### config.mk
export PLATFORM = sky130hd
export DESIGN_NAME = xfer_chan
export DESIGN_NICKNAME = d
export VERILOG_FILES = /design/src/rtl/xfer_chan_pkg.sv /design/src/rtl/xfer_chan_regs.sv /design/src/rtl/xfer_chan_seq.sv /design/src/rtl/xfer_chan.sv
export SDC_FILE = /design/constraint.sdc
export NUM_CORES = 1
export LEC_CHECK = 0
export ABC_AREA = 1
export ABC_CLOCK_PERIOD_IN_PS = 3500
export BUFFER_PORTS_ARGS = -buffer_cell sky130_fd_sc_hd__buf_2
export CAP_MARGIN = 15
export CORE_UTILIZATION = 57
export DETAILED_ROUTE_END_ITERATION = 10
export PLACE_DENSITY = 0.82
export SETUP_SLACK_MARGIN = 0.2
export SLEW_MARGIN = 20
export SYNTH_ARGS = -nofsm -noshare
export SYNTH_HDL_FRONTEND = slang
export SYNTH_SLANG_ARGS = --single-unit
### constraint.sdc
create_clock -name clk -period 3.5 [get_ports clk]
set_input_delay 0.7 -clock clk [delete_from_list [all_inputs] [get_ports clk]]
set_output_delay 0.7 -clock clk [all_outputs]
set_load 0.02 [all_outputs]
### src/rtl/xfer_chan_pkg.sv
package xfer_chan_pkg;

    localparam int DATA_W = 16;

    localparam logic [2:0] SEL_SRC  = 3'd0;
    localparam logic [2:0] SEL_DST  = 3'd1;
    localparam logic [2:0] SEL_CNT  = 3'd2;
    localparam logic [2:0] SEL_CTRL = 3'd3;
    localparam logic [2:0] SEL_STAT = 3'd4;

    localparam int CB_ONE  = 0;
    localparam int CB_ERQ  = 1;
    localparam int CB_ADIS = 2;
    localparam int CB_WORD = 3;
    localparam int CB_SINC = 4;
    localparam int CB_DINC = 5;

    typedef struct packed {
        logic one;
        logic erq;
        logic adis;
        logic word;
        logic sinc;
        logic dinc;
    } ctrl_t;

    typedef enum logic [1:0] {
        ST_IDLE,
        ST_RD,
        ST_WR,
        ST_ACK
    } seq_state_e;

endpackage

### src/rtl/xfer_chan_regs.sv
module xfer_chan_regs
    import xfer_chan_pkg::*;
#(
    parameter int ADDR_W = 32,
    parameter int CNT_W  = 16
) (
    input  logic              clk,
    input  logic              rst_n,
    input  logic              cfg_we,
    input  logic [2:0]        cfg_sel,
    input  logic [ADDR_W-1:0] cfg_wdata,
    input  logic              step_i,
    input  logic              err_set_i,
    output logic [ADDR_W-1:0] src_o,
    output logic [ADDR_W-1:0] dst_o,
    output logic [CNT_W-1:0]  cnt_o,
    output logic              cnt_zero_o,
    output ctrl_t             ctrl_o,
    output logic              done_o,
    output logic              err_o
);

    typedef struct packed {
        logic [ADDR_W-1:0] src;
        logic [ADDR_W-1:0] dst;
        logic [CNT_W-1:0]  cnt;
        ctrl_t             ctrl;
        logic              done;
        logic              err;
    } regs_t;

    regs_t r_d, r_q;
    logic [CNT_W-1:0] step_amt;

    always_comb begin
        step_amt = r_q.ctrl.word ? CNT_W'(2) : CNT_W'(1);
        r_d = r_q;
        if (step_i) begin
            r_d.cnt = r_q.cnt - step_amt;
            if (r_q.ctrl.sinc) r_d.src = r_q.src + ADDR_W'(step_amt);
            if (r_q.ctrl.dinc) r_d.dst = r_q.dst + ADDR_W'(step_amt);
            if (r_q.cnt == step_amt) begin
                r_d.done = 1'b1;
                if (r_q.ctrl.adis) r_d.ctrl.erq = 1'b0;
            end
        end
        if (err_set_i) r_d.err = 1'b1;
        if (cfg_we) begin
            case (cfg_sel)
                SEL_SRC:  r_d.src = cfg_wdata;
                SEL_DST:  r_d.dst = cfg_wdata;
                SEL_CNT:  r_d.cnt = cfg_wdata[CNT_W-1:0];
                SEL_CTRL: begin
                    r_d.ctrl.one  = cfg_wdata[CB_ONE];
                    r_d.ctrl.erq  = cfg_wdata[CB_ERQ];
                    r_d.ctrl.adis = cfg_wdata[CB_ADIS];
                    r_d.ctrl.word = cfg_wdata[CB_WORD];
                    r_d.ctrl.sinc = cfg_wdata[CB_SINC];
                    r_d.ctrl.dinc = cfg_wdata[CB_DINC];
                end
                SEL_STAT: begin
                    if (cfg_wdata[0]) begin
                        r_d.done = 1'b0;
                        r_d.err  = 1'b0;
                    end
                end
                default: ;
            endcase
        end
    end

    always_ff @(posedge clk or negedge rst_n) begin
        if (!rst_n) r_q <= '0;
        else        r_q <= r_d;
    end

    assign src_o      = r_q.src;
    assign dst_o      = r_q.dst;
    assign cnt_o      = r_q.cnt;
    assign cnt_zero_o = (r_q.cnt == '0);
    assign ctrl_o     = r_q.ctrl;
    assign done_o     = r_q.done;
    assign err_o      = r_q.err;

    // count steps by the item size on each transfer
    a_r2_count_step: assert property (@(posedge clk) disable iff (!rst_n)
        (step_i && !cfg_we) |=> (r_q.cnt == $past(r_q.cnt) - $past(step_amt)));

    // auto-disable drops request-enable at the last item
    a_r5_auto_clear: assert property (@(posedge clk) disable iff (!rst_n)
        (step_i && !cfg_we && r_q.ctrl.adis && r_q.cnt == step_amt) |=> !r_q.ctrl.erq);

    // done rises when the last item completes
    a_r6_done_set: assert property (@(posedge clk) disable iff (!rst_n)
        (step_i && !cfg_we && r_q.cnt == step_amt) |=> r_q.done);

    // a transfer never happens with nothing left to move
    a_r3_no_step_at_zero: assert property (@(posedge clk) disable iff (!rst_n)
        step_i |-> (r_q.cnt >= step_amt));

endmodule

### src/rtl/xfer_chan_seq.sv
module xfer_chan_seq
    import xfer_chan_pkg::*;
#(
    parameter int ADDR_W = 32
) (
    input  logic              clk,
    input  logic              rst_n,
    input  logic              req_i,
    input  logic              one_i,
    input  logic              erq_i,
    input  logic              word_i,
    input  logic              cnt_zero_i,
    input  logic              cnt_odd_i,
    input  logic [ADDR_W-1:0] src_i,
    input  logic [ADDR_W-1:0] dst_i,
    input  logic [DATA_W-1:0] bus_rdata,
    output logic              bus_req,
    output logic              bus_we,
    output logic [ADDR_W-1:0] bus_addr,
    output logic [DATA_W-1:0] bus_wdata,
    output logic              ack_o,
    output logic              step_o,
    output logic              err_set_o
);

    localparam int HALF_W = DATA_W / 2;

    typedef struct packed {
        seq_state_e        st;
        logic [DATA_W-1:0] data;
    } seq_t;

    seq_t s_d, s_q;

    always_comb begin
        s_d       = s_q;
        step_o    = 1'b0;
        err_set_o = 1'b0;
        case (s_q.st)
            ST_IDLE: begin
                if (req_i && erq_i) begin
                    if (cnt_zero_i || (word_i && cnt_odd_i)) err_set_o = 1'b1;
                    else                                      s_d.st    = ST_RD;
                end
            end
            ST_RD: begin
                s_d.data = word_i ? bus_rdata
                                  : {{(DATA_W-HALF_W){1'b0}}, bus_rdata[HALF_W-1:0]};
                s_d.st   = ST_WR;
            end
            ST_WR: begin
                step_o = 1'b1;
                s_d.st = ST_ACK;
            end
            ST_ACK: begin
                if (!one_i && erq_i && !cnt_zero_i) s_d.st = ST_RD;
                else                                s_d.st = ST_IDLE;
            end
            default: s_d.st = ST_IDLE;
        endcase
    end

    always_ff @(posedge clk or negedge rst_n) begin
        if (!rst_n) s_q <= '{st: ST_IDLE, data: '0};
        else        s_q <= s_d;
    end

    assign bus_req   = (s_q.st == ST_RD) || (s_q.st == ST_WR);
    assign bus_we    = (s_q.st == ST_WR);
    assign bus_addr  = (s_q.st == ST_WR) ? dst_i : src_i;
    assign bus_wdata = s_q.data;
    assign ack_o     = (s_q.st == ST_ACK);

    // a write is always followed by the acknowledge
    a_r1_ack_after_write: assert property (@(posedge clk) disable iff (!rst_n)
        (bus_req && bus_we) |=> ack_o);

    // a read is always followed by the write
    a_r1_write_after_read: assert property (@(posedge clk) disable iff (!rst_n)
        (bus_req && !bus_we) |=> (bus_req && bus_we));

    // acknowledge lasts one clock
    a_r10_ack_single: assert property (@(posedge clk) disable iff (!rst_n)
        ack_o |=> !ack_o);

    // an error decision starts no bus cycle
    a_r7_err_no_bus: assert property (@(posedge clk) disable iff (!rst_n)
        err_set_o |=> !bus_req);

    // a sequence starts only with requests enabled
    a_r4_start_needs_erq: assert property (@(posedge clk) disable iff (!rst_n)
        (!ack_o && !bus_req && !erq_i) |=> !bus_req);

endmodule

### src/rtl/xfer_chan.sv
module xfer_chan
    import xfer_chan_pkg::*;
#(
    parameter int ADDR_W = 32,
    parameter int CNT_W  = 16
) (
    input  logic              clk,
    input  logic              rst_n,
    input  logic              cfg_we,
    input  logic [2:0]        cfg_sel,
    input  logic [ADDR_W-1:0] cfg_wdata,
    input  logic              periph_req,
    output logic              periph_ack,
    output logic              bus_req,
    output logic              bus_we,
    output logic              bus_word,
    output logic [ADDR_W-1:0] bus_addr,
    output logic [15:0]       bus_wdata,
    input  logic [15:0]       bus_rdata,
    output logic [CNT_W-1:0]  stat_cnt,
    output logic              stat_done,
    output logic              stat_err,
    output logic              stat_erq
);

    logic [ADDR_W-1:0] src_w, dst_w;
    logic              cnt_zero_w, step_w, err_set_w;
    ctrl_t             ctrl_w;

    xfer_chan_regs #(.ADDR_W(ADDR_W), .CNT_W(CNT_W)) u_regs (
        .clk        (clk),
        .rst_n      (rst_n),
        .cfg_we     (cfg_we),
        .cfg_sel    (cfg_sel),
        .cfg_wdata  (cfg_wdata),
        .step_i     (step_w),
        .err_set_i  (err_set_w),
        .src_o      (src_w),
        .dst_o      (dst_w),
        .cnt_o      (stat_cnt),
        .cnt_zero_o (cnt_zero_w),
        .ctrl_o     (ctrl_w),
        .done_o     (stat_done),
        .err_o      (stat_err)
    );

    xfer_chan_seq #(.ADDR_W(ADDR_W)) u_seq (
        .clk        (clk),
        .rst_n      (rst_n),
        .req_i      (periph_req),
        .one_i      (ctrl_w.one),
        .erq_i      (ctrl_w.erq),
        .word_i     (ctrl_w.word),
        .cnt_zero_i (cnt_zero_w),
        .cnt_odd_i  (stat_cnt[0]),
        .src_i      (src_w),
        .dst_i      (dst_w),
        .bus_rdata  (bus_rdata),
        .bus_req    (bus_req),
        .bus_we     (bus_we),
        .bus_addr   (bus_addr),
        .bus_wdata  (bus_wdata),
        .ack_o      (periph_ack),
        .step_o     (step_w),
        .err_set_o  (err_set_w)
    );

    assign bus_word = ctrl_w.word;
    assign stat_erq = ctrl_w.erq;

    // a read never starts with a zero count
    a_r3_read_needs_count: assert property (@(posedge clk) disable iff (!rst_n)
        (bus_req && !bus_we) |-> (stat_cnt != '0));

    // error flag only rises through a refused request
    a_r6_err_source: assert property (@(posedge clk) disable iff (!rst_n)
        $rose(stat_err) |-> $past(periph_req && stat_erq));

endmodule

==> out/qor.csv, run 1 <==
metric,value,unit
top_reg_cell synth,dfrtp_1,
Starting Density,58.9,%
Required @ worst endpoint,3.76,ns
net count after synthesis,1019,
Setup-failing EPs final,0,
Antenna Violating Nets Remaining,0,
TritonCTS Buffers,9,
Rows,39,
Finished Cell Area,7670,µm²
Pleak,0.00380,µW
Tot GR Track Use,31.6,%
Filler cells,1006,
largest net degree at the start of global routing,52,
Max Fclk,0.359,GHz
vias,6767,
maximum clock path buffer count,2,
sequential share of the synthesized area,39.2,%
Post-synth ARST share,100,%
Max-cap violations,0,
"CTS clk-pin slew, worst paths",0.08,ns
htree depth,3,
Post-DP HPWL,14.3,mm
Final period util,79.6,%
CTS sink count,106,
mean post-synth cell area,7.11,µm²
RSZ-0062 raised after global routing,false,
"Distinct cells, synth",38,
wire length per cell,15.8,µm
Crit. End Element,flop,
Synth-to-Final Area Change,13.6,%
global placer's final weighted congestion,0.936,
Root Buffer,clkbuf_16,
largest cells by area after synthesis,"dfrtp_1 39%, nand2_1 13%, inv_1 6.7%",
# DRC,0,
CTS tree,built,
vias in the first global route,6071,
CP Class,flop to flop,
final worst clock skew,0.00766,ns
nets@finish,1118,
Pwr Density,695,nW/µm²
Sum Neg Setup Slack,0,ns
Starting DRT DRC Count,583,
die width,111,µm
number of antenna violations at the first check in global routing,0,
Diodes inserted,0,
Peak supply drop,0.000513,V
Post-Route WL,18.9,mm
run status,completed,
Post-Synthesis Cell Area,6760,µm²
first-pass GRT wire length,30.4,mm
worst slew pin tran,0.775,ns
post-place setup slack,0.774,ns
Synth top area share,39.2,%
number of synthesized flops with an enable pin,0,
GR Overflow Total,0,
CP Max Fanout,14,
Slew Limit Fails,0,
CP Launch Type,flop,
clock insertion delay at the later pin of the skew report,0.36,ns
Setup Buffers After CTS,0,
Synth Warn #,0,
most area-hungry cell type in the Yosys netlist,dfrtp_1,
die area,12300,µm²
Register Area,2650,µm²
IO Port Bufs,125,
core area,11500,µm²
drt pass-1 iters,6,
Post-synth top cells,"235 x nand2_1, 121 x inv_1, 106 x dfrtp_1, 102 x nor2_1, 90 x o21ai_0",
WP data arrival,3.04,ns
Worst Hold Class,primary input to async pin,
Post-Synthesis Cells,950,
Final Critical Period,2.79,ns
final hold viol count,0,
Seq cells post-synth,106,
DIE HEIGHT,111,µm
worst setup margin,0.713,ns
multi-input gate area in the final layout,3400,µm²
Placed Area,7390,µm²
vias per cell,5.65,
most instantiated library cell after synthesis,nand2_1,
PostCTS Resize Cnt,0,
io pins,126,
reg2reg setup slack,0.71,ns
post-cts hold buffer count,0,
Slew HR,48.4,%
post-layout util,66.9,%
share of layout cells above drive strength 1,17.3,%
report_power, final:
group	switching [µW]	internal, µW
Clock	511	493
Combinational	1600	786
Sequential	360	1580
Total	2470	2860
metrics by stage:
stage	std cells	hold slack, ns	total power [µW]
2_1_floorplan	950	0.404	3650
3_3_place_gp	1181	0.470	4270
3_5_place_dp	1181	0.473	4320
4_1_cts	1197	0.391	5320
5_1_grt	1197	0.414	5660
6_report	1197	0.362	5340
metal layers:
metal	routed length [µm]	up-vias	track usage, %
met4	385	0	11.2
met1	8140	3115	44.4
met2	8430	363	47.0
li1	-	3256	-
met3	1930	33	8.64
met5	0	-	0
kinds of logic (layout without fill, tap and decap cells):
kind of cell / count (synthesis) / in the layout / synth area share, %
DFF: 106 / 106 / 39.2
buffers and inverters: 169 / 273 / 10.5
and+or+nand+nor: 480 / 480 / 31.3
xor gates and xnor gates: 24 / 24 / 3.11
adders and majority gates: 14 / 14 / 2.92
AOI/OAI and AO/OA: 149 / 149 / 11.6
muxes: 8 / 8 / 1.33
layout by cell type (no fill, tap or decap), types with 3 or more instances in the layout:
master	n
a21oi_1	30
a31oi_1	12
buf_2	124
buf_4	7
clkbuf_16	9
clkinvlp_4	3
dfrtp_1	106
fa_1	3
ha_1	10
inv_1	121
inv_2	3
mux2_2	8
nand2_1	235
nand3_1	67
nand3b_1	3
nand4_1	23
nor2_1	102
nor2_2	11
nor3_1	25
nor3_4	3
o21ai_0	90
o21ai_1	3
o21bai_1	3
o22ai_1	8
xnor2_1	6
xor2_1	18
worst max-delay path, stage by stage (launching register included):
cell	delay, ns
dfrtp_1	0.56
inv_1	0.36
ha_1	0.23
inv_1	0.05
fa_1	0.39
nor2_2	0.22
nand3_1	0.19
nor2_2	0.17
nand3_2	0.13
nand2_1	0.10
nand2_1	0.05
o22ai_1	0.14
inv_1	0.06
path summary, 6_finish.rpt:
check	end	cells past startpoint	startpoint
worst max-delay path	u_regs.src_o[22]	12	u_regs.ctrl_o[2]
worst min-delay path	u_seq.bus_wdata[6]	1	rst_n
worst max register to register	u_regs.src_o[22]	12	u_regs.ctrl_o[2]
worst min register to register	u_regs.ctrl_o[5]	2	u_regs.ctrl_o[5]
max in group asynchronous	u_regs.src_o[19]	2	rst_n
min in group clk	u_regs.ctrl_o[5]	2	u_regs.ctrl_o[5]
final cells by class:
type	count	area share, %
multi-input cells	675	44.3
flip-flops and latches	106	34.6
repair buffers	132	9.03
inverters	125	6.11
clock buffers	10	2.98
well taps	143	2.33
clock inverters	6	0.668
state kept, by name, summed over array words and instances (netlist names):
register	cells
u_regs.dst_o	32
u_regs.src_o	32
u_regs.cnt_o	16
u_seq.bus_wdata	16
u_regs.ctrl_o	6
u_seq.s_q	2
u_regs.done_o	1
u_regs.err_o	1
Power figures use the tool's default switching activity.
==> inputs of run 2 (changes only) <==
Settings changed: ABC_CLOCK_PERIOD_IN_PS 3500 to 2500, CORE_UTILIZATION 57 to 51, PLACE_DENSITY 0.82 to 0.77.
Clock period 3.5 ns to 2.5 ns, I/O delays scaled along.
==> out/qor.csv, run 2 (synthesized netlist as in run 1, its figures left out) <==
metric,value,unit
run status,completed,
largest net degree at the start of global routing,52,
wire length per cell,15.8,µm
GR Overflow Total,0,
Max Fclk,0.446,GHz
CTS tree,built,
IO Port Bufs,125,
CP Launch Type,flop,
RSZ-0062 raised after global routing,true,
Antenna Violating Nets Remaining,0,
CP Class,flop to output pin,
Root Buffer,clkbuf_16,
vias per cell,5.43,
drt pass-1 iters,5,
Setup-failing EPs final,0,
first-pass GRT wire length,30.6,mm
"CTS clk-pin slew, worst paths",0.08,ns
core area,12800,µm²
Synth-to-Final Area Change,18.7,%
most frequent cells in the layout,"233 x nand2_1, 121 x buf_2, 119 x inv_1",
Worst Hold Class,primary input to async pin,
Required @ worst endpoint,2.00,ns
overall power,7940,µW
Post-Route WL,19.6,mm
number of antenna violations at the first check in global routing,0,
Sum Neg Setup Slack,0,ns
worst hold margin,0.0317,ns
worst slew pin tran,0.711,ns
Starting DRT DRC Count,515,
Pleak,0.00392,µW
Tot GR Track Use,29.8,%
WP data arrival,1.74,ns
Post-DP HPWL,14.6,mm
"most common cell after layout, fill and taps aside",nand2_1,
htree depth,3,
Rows,41,
vias in the first global route,5946,
share of layout cells above drive strength 1,20.2,%
CTS sink count,106,
die width,117,µm
Starting Density,52.9,%
crit path launch,u_seq.s_q[16],
final worst clock skew,0.00543,ns
global placer's final weighted congestion,0.909,
launching point of the worst reg2reg path,u_seq.s_q[16],
nets@finish,1133,
TritonCTS Buffers,9,
Max-cap violations,0,
post-layout util,62.8,%
DIE HEIGHT,117,µm
Register Area,2650,µm²
Final Critical Period,2.24,ns
Filler cells,1166,
vias,6744,
final hold viol count,0,
Diodes inserted,0,
Slew Limit Fails,0,
CP Max Fanout,23,
clock insertion delay at the later pin of the skew report,0.36,ns
Pwr Density,990,nW/µm²
Peak supply drop,0.000427,V
io pins,126,
die area,13700,µm²
Slew HR,52.6,%
multi-input gate area in the final layout,3500,µm²
Final period util,89.6,%
Crit. End Element,output pin,
# DRC,0,
maximum clock path buffer count,2,
[run 2: final cells by class]
type / instances / share of cell area [%]
timing repair buffer: 147 / 10.5
clock inverter: 6 / 1.20
tap: 172 / 2.68
clock buffer: 10 / 2.98
inverter: 125 / 5.94
multi-input combinational: 675 / 43.6
sequential: 106 / 33.1
[run 2: worst max-delay path: stages (launching register included)]
cell	delay, ns
dfrtp_1	0.40
inv_2	0.11
ha_4	0.19
buf_6	0.15
buf_12	0.15
nand2_1	0.06
o21ai_1	0.13
buf_4	0.19
[run 2: final timing paths]
path | cells past startpoint | endpoint | slack (ns)
worst max-delay path | 7 | bus_addr[7] | 0.26
worst min-delay path | 1 | u_regs.cnt_o[6] | 0.03
worst max register to register | 12 | u_regs.src_o[26] | 0.34
worst min register to register | 2 | u_regs.ctrl_o[5] | 0.49
max in group asynchronous | 2 | u_regs.src_o[22] | 1.72
min in group clk | 2 | u_seq.bus_wdata[7] | 0.37
[run 2: through the flow]
stage / area (µm²) / setup WS [ns] / cells
global placement: 7490 / 0.294 / 1215
detailed placement: 7490 / 0.219 / 1215
finish: 8020 / 0.259 / 1241
CTS: 7870 / 0.222 / 1232
floorplan: 6770 / 0.191 / 950
global route: 8020 / 0.172 / 1241
[run 2: what timing repair did]
item | CTS | global route
setup endpoints to repair | 17 | 38
hold buffers | 0 | 0
pin swaps | 0 | 5
setup buffers | 1 | 9
gates resized for setup | 11 | 30
[run 2: report_power, final]
part | internal [µW] | total (µW) | leakage, µW | switching [µW]
Sequential | 2220 | 2720 | 0.00126 | 500
Combinational | 1250 | 3590 | 0.00250 | 2340
Clock | 923 | 1630 | 0.000167 | 710
[run 2: layer usage]
metal	share of wire, %	vias to the layer above	wire length (µm)	track usage, %
met2	46	271	8930	45.5
met4	2.6	0	514	12.3
met1	44	3156	8700	42.6
li1	-	3281	-	-
met5	0	-	0	0
met3	7.3	36	1440	4.48
==> inputs of run 3 (changes only) <==
Settings changed: CORE_UTILIZATION 51 to 53, CTS_BUF_LIST from default to sky130_fd_sc_hd__clkbuf_8, CTS_CLUSTER_SIZE from default to 25, PLACE_DENSITY 0.77 to 0.88.
==> out/qor.csv, run 3 (synthesized netlist as in run 1, its figures left out) <==
metric,value,unit
launching point of the worst reg2reg path,u_regs.ctrl_o[2],
vias per cell,5.67,
Synth-to-Final Area Change,16.8,%
Slew HR,47.9,%
nets@finish,1134,
R2R cell count,11,
Antenna Violating Nets Remaining,0,
run status,completed,
htree depth,3,
Worst Hold Class,primary input to async pin,
DP Cell Count,1211,
Slew Limit Fails,0,
global-route met1 utilization,40.3,%
Post-Route WL,20.0,mm
IO Port Bufs,125,
CTS tree,built,
TritonCTS Buffers,9,
clock insertion delay at the later pin of the skew report,0.41,ns
die width,115,µm
DIE HEIGHT,115,µm
RSZ-0062 raised after global routing,true,
CTS sink count,106,
reg2reg setup slack,0.31,ns
core area,12200,µm²
vias,7024,
Rows,40,
worst slew pin tran,0.782,ns
gr busiest metal,met2,
largest net degree at the start of global routing,66,
Max Fclk,0.427,GHz
met2 usage,49.6,%
maximum clock path buffer count,2,
Peak supply drop,0.000525,V
Max-cap violations,0,
Post-DP HPWL,14.8,mm
post-place setup slack,0.238,ns
GR Overflow Total,0,
Finished Cell Area,7900,µm²
met3 Track Usage GR,4.96,%
Tot GR Track Use,30.5,%
Final period util,93.7,%
CP Max Fanout,26,
share of layout cells above drive strength 1,20.4,%
Final Critical Period,2.34,ns
Pwr Density,956,nW/µm²
drt pass-1 iters,6,
RR Endpoint,u_regs.src_o[25],
"CTS clk-pin slew, worst paths",0.12,ns
Starting Density,55.3,%
final worst clock skew,0.0182,ns
global placer's final weighted congestion,1.02,
Diodes inserted,0,
io pins,126,
number of antenna violations at the first check in global routing,0,
wire length per cell,16.2,µm
Placed Area,7470,µm²
crit path launch,u_seq.s_q[16],
WP data arrival,1.84,ns
most frequent cells in the layout,"233 x nand2_1, 119 x inv_1, 119 x buf_2",
# DRC,0,
Sum Neg Setup Slack,0,ns
Setup-failing EPs final,0,
final hold viol count,0,
Starting DRT DRC Count,697,
CP Class,flop to output pin,
worst setup margin,0.157,ns
die area,13200,µm²
Root Buffer,clkbuf_8,
fin cells,1238,
first-pass GRT wire length,31.1,mm
Pleak,0.00387,µW
vias in the first global route,6482,
CP Launch Type,flop,
"most common cell after layout, fill and taps aside",nand2_1,
Crit. End Element,output pin,
Required @ worst endpoint,2.00,ns
## run 3: cell types whose count changed in the layout (fill, tap and decap cells not counted), sizes merged
| cell | delta |
|---|---|
| buf | +1 |
| bufinv | -2 |
| clkbuf | -1 |
| clkinv | +3 |
## run 3: worst max-delay path by stage
stage                                   to  slack [ns]
after floorplan               bus_addr[29]        0.19
after global placement    u_regs.src_o[30]        0.31
after detailed placement  u_regs.src_o[30]        0.24
after CTS                      bus_addr[8]        0.18
after global routing           bus_addr[2]        0.13
final                         bus_addr[30]        0.16
## run 3: timing repair
item / CTS / global route
gates resized for setup: 12 / 34
pin swaps: 2 / 5
cloned: 0 / 0
hold buffers: 0 / 0
endpoints found under the setup margin: 33 / 55
setup buffers: 2 / 9
## run 3: metal layers
metal / share of wire, % / routed length [µm]
met1: 40 / 8010
met2: 47 / 9510
met3: 9.0 / 1800
met4: 3.6 / 726
met5: 0 / 0
## run 3: stage by stage
| step | hold slack (ns) | utilization, % | total power, µW |
|---|---|---|---|
| floorplan | 0.204 | - | 5120 |
| global placement | 0.466 | 61.2 | 6010 |
| detailed placement | 0.469 | 61.2 | 6100 |
| CTS | 0.0295 | 63.2 | 7260 |
| global route | 0.0420 | 64.7 | 8000 |
| finish | 0.0107 | 64.7 | 7550 |
## run 3: area by class of cell
type | count | area [µm²]
Tap cell | 168 | 210
Sequential cell | 106 | 2650
Clock inverter | 7 | 83.8
Timing Repair Buffer | 148 | 853
Inverter | 125 | 477
Clock buffer | 9 | 124
Fill cell | 1058 | 4310
Multi-Input combinational cell | 675 | 3500
## run 3: report_power, final
group,total [µW],internal [µW],switching [µW]
registers,2730,2220,519
logic,3700,1290,2400
clock network,1120,400,721
total,7550,3910,3640
## run 3: worst max-delay path: stages, from the launching register on
cell and delay (ns):
dfrtp_1 0.44, inv_2 0.12, ha_4 0.25, buf_8 0.20
nand2_1 0.07, o21ai_0 0.11, buf_2 0.22
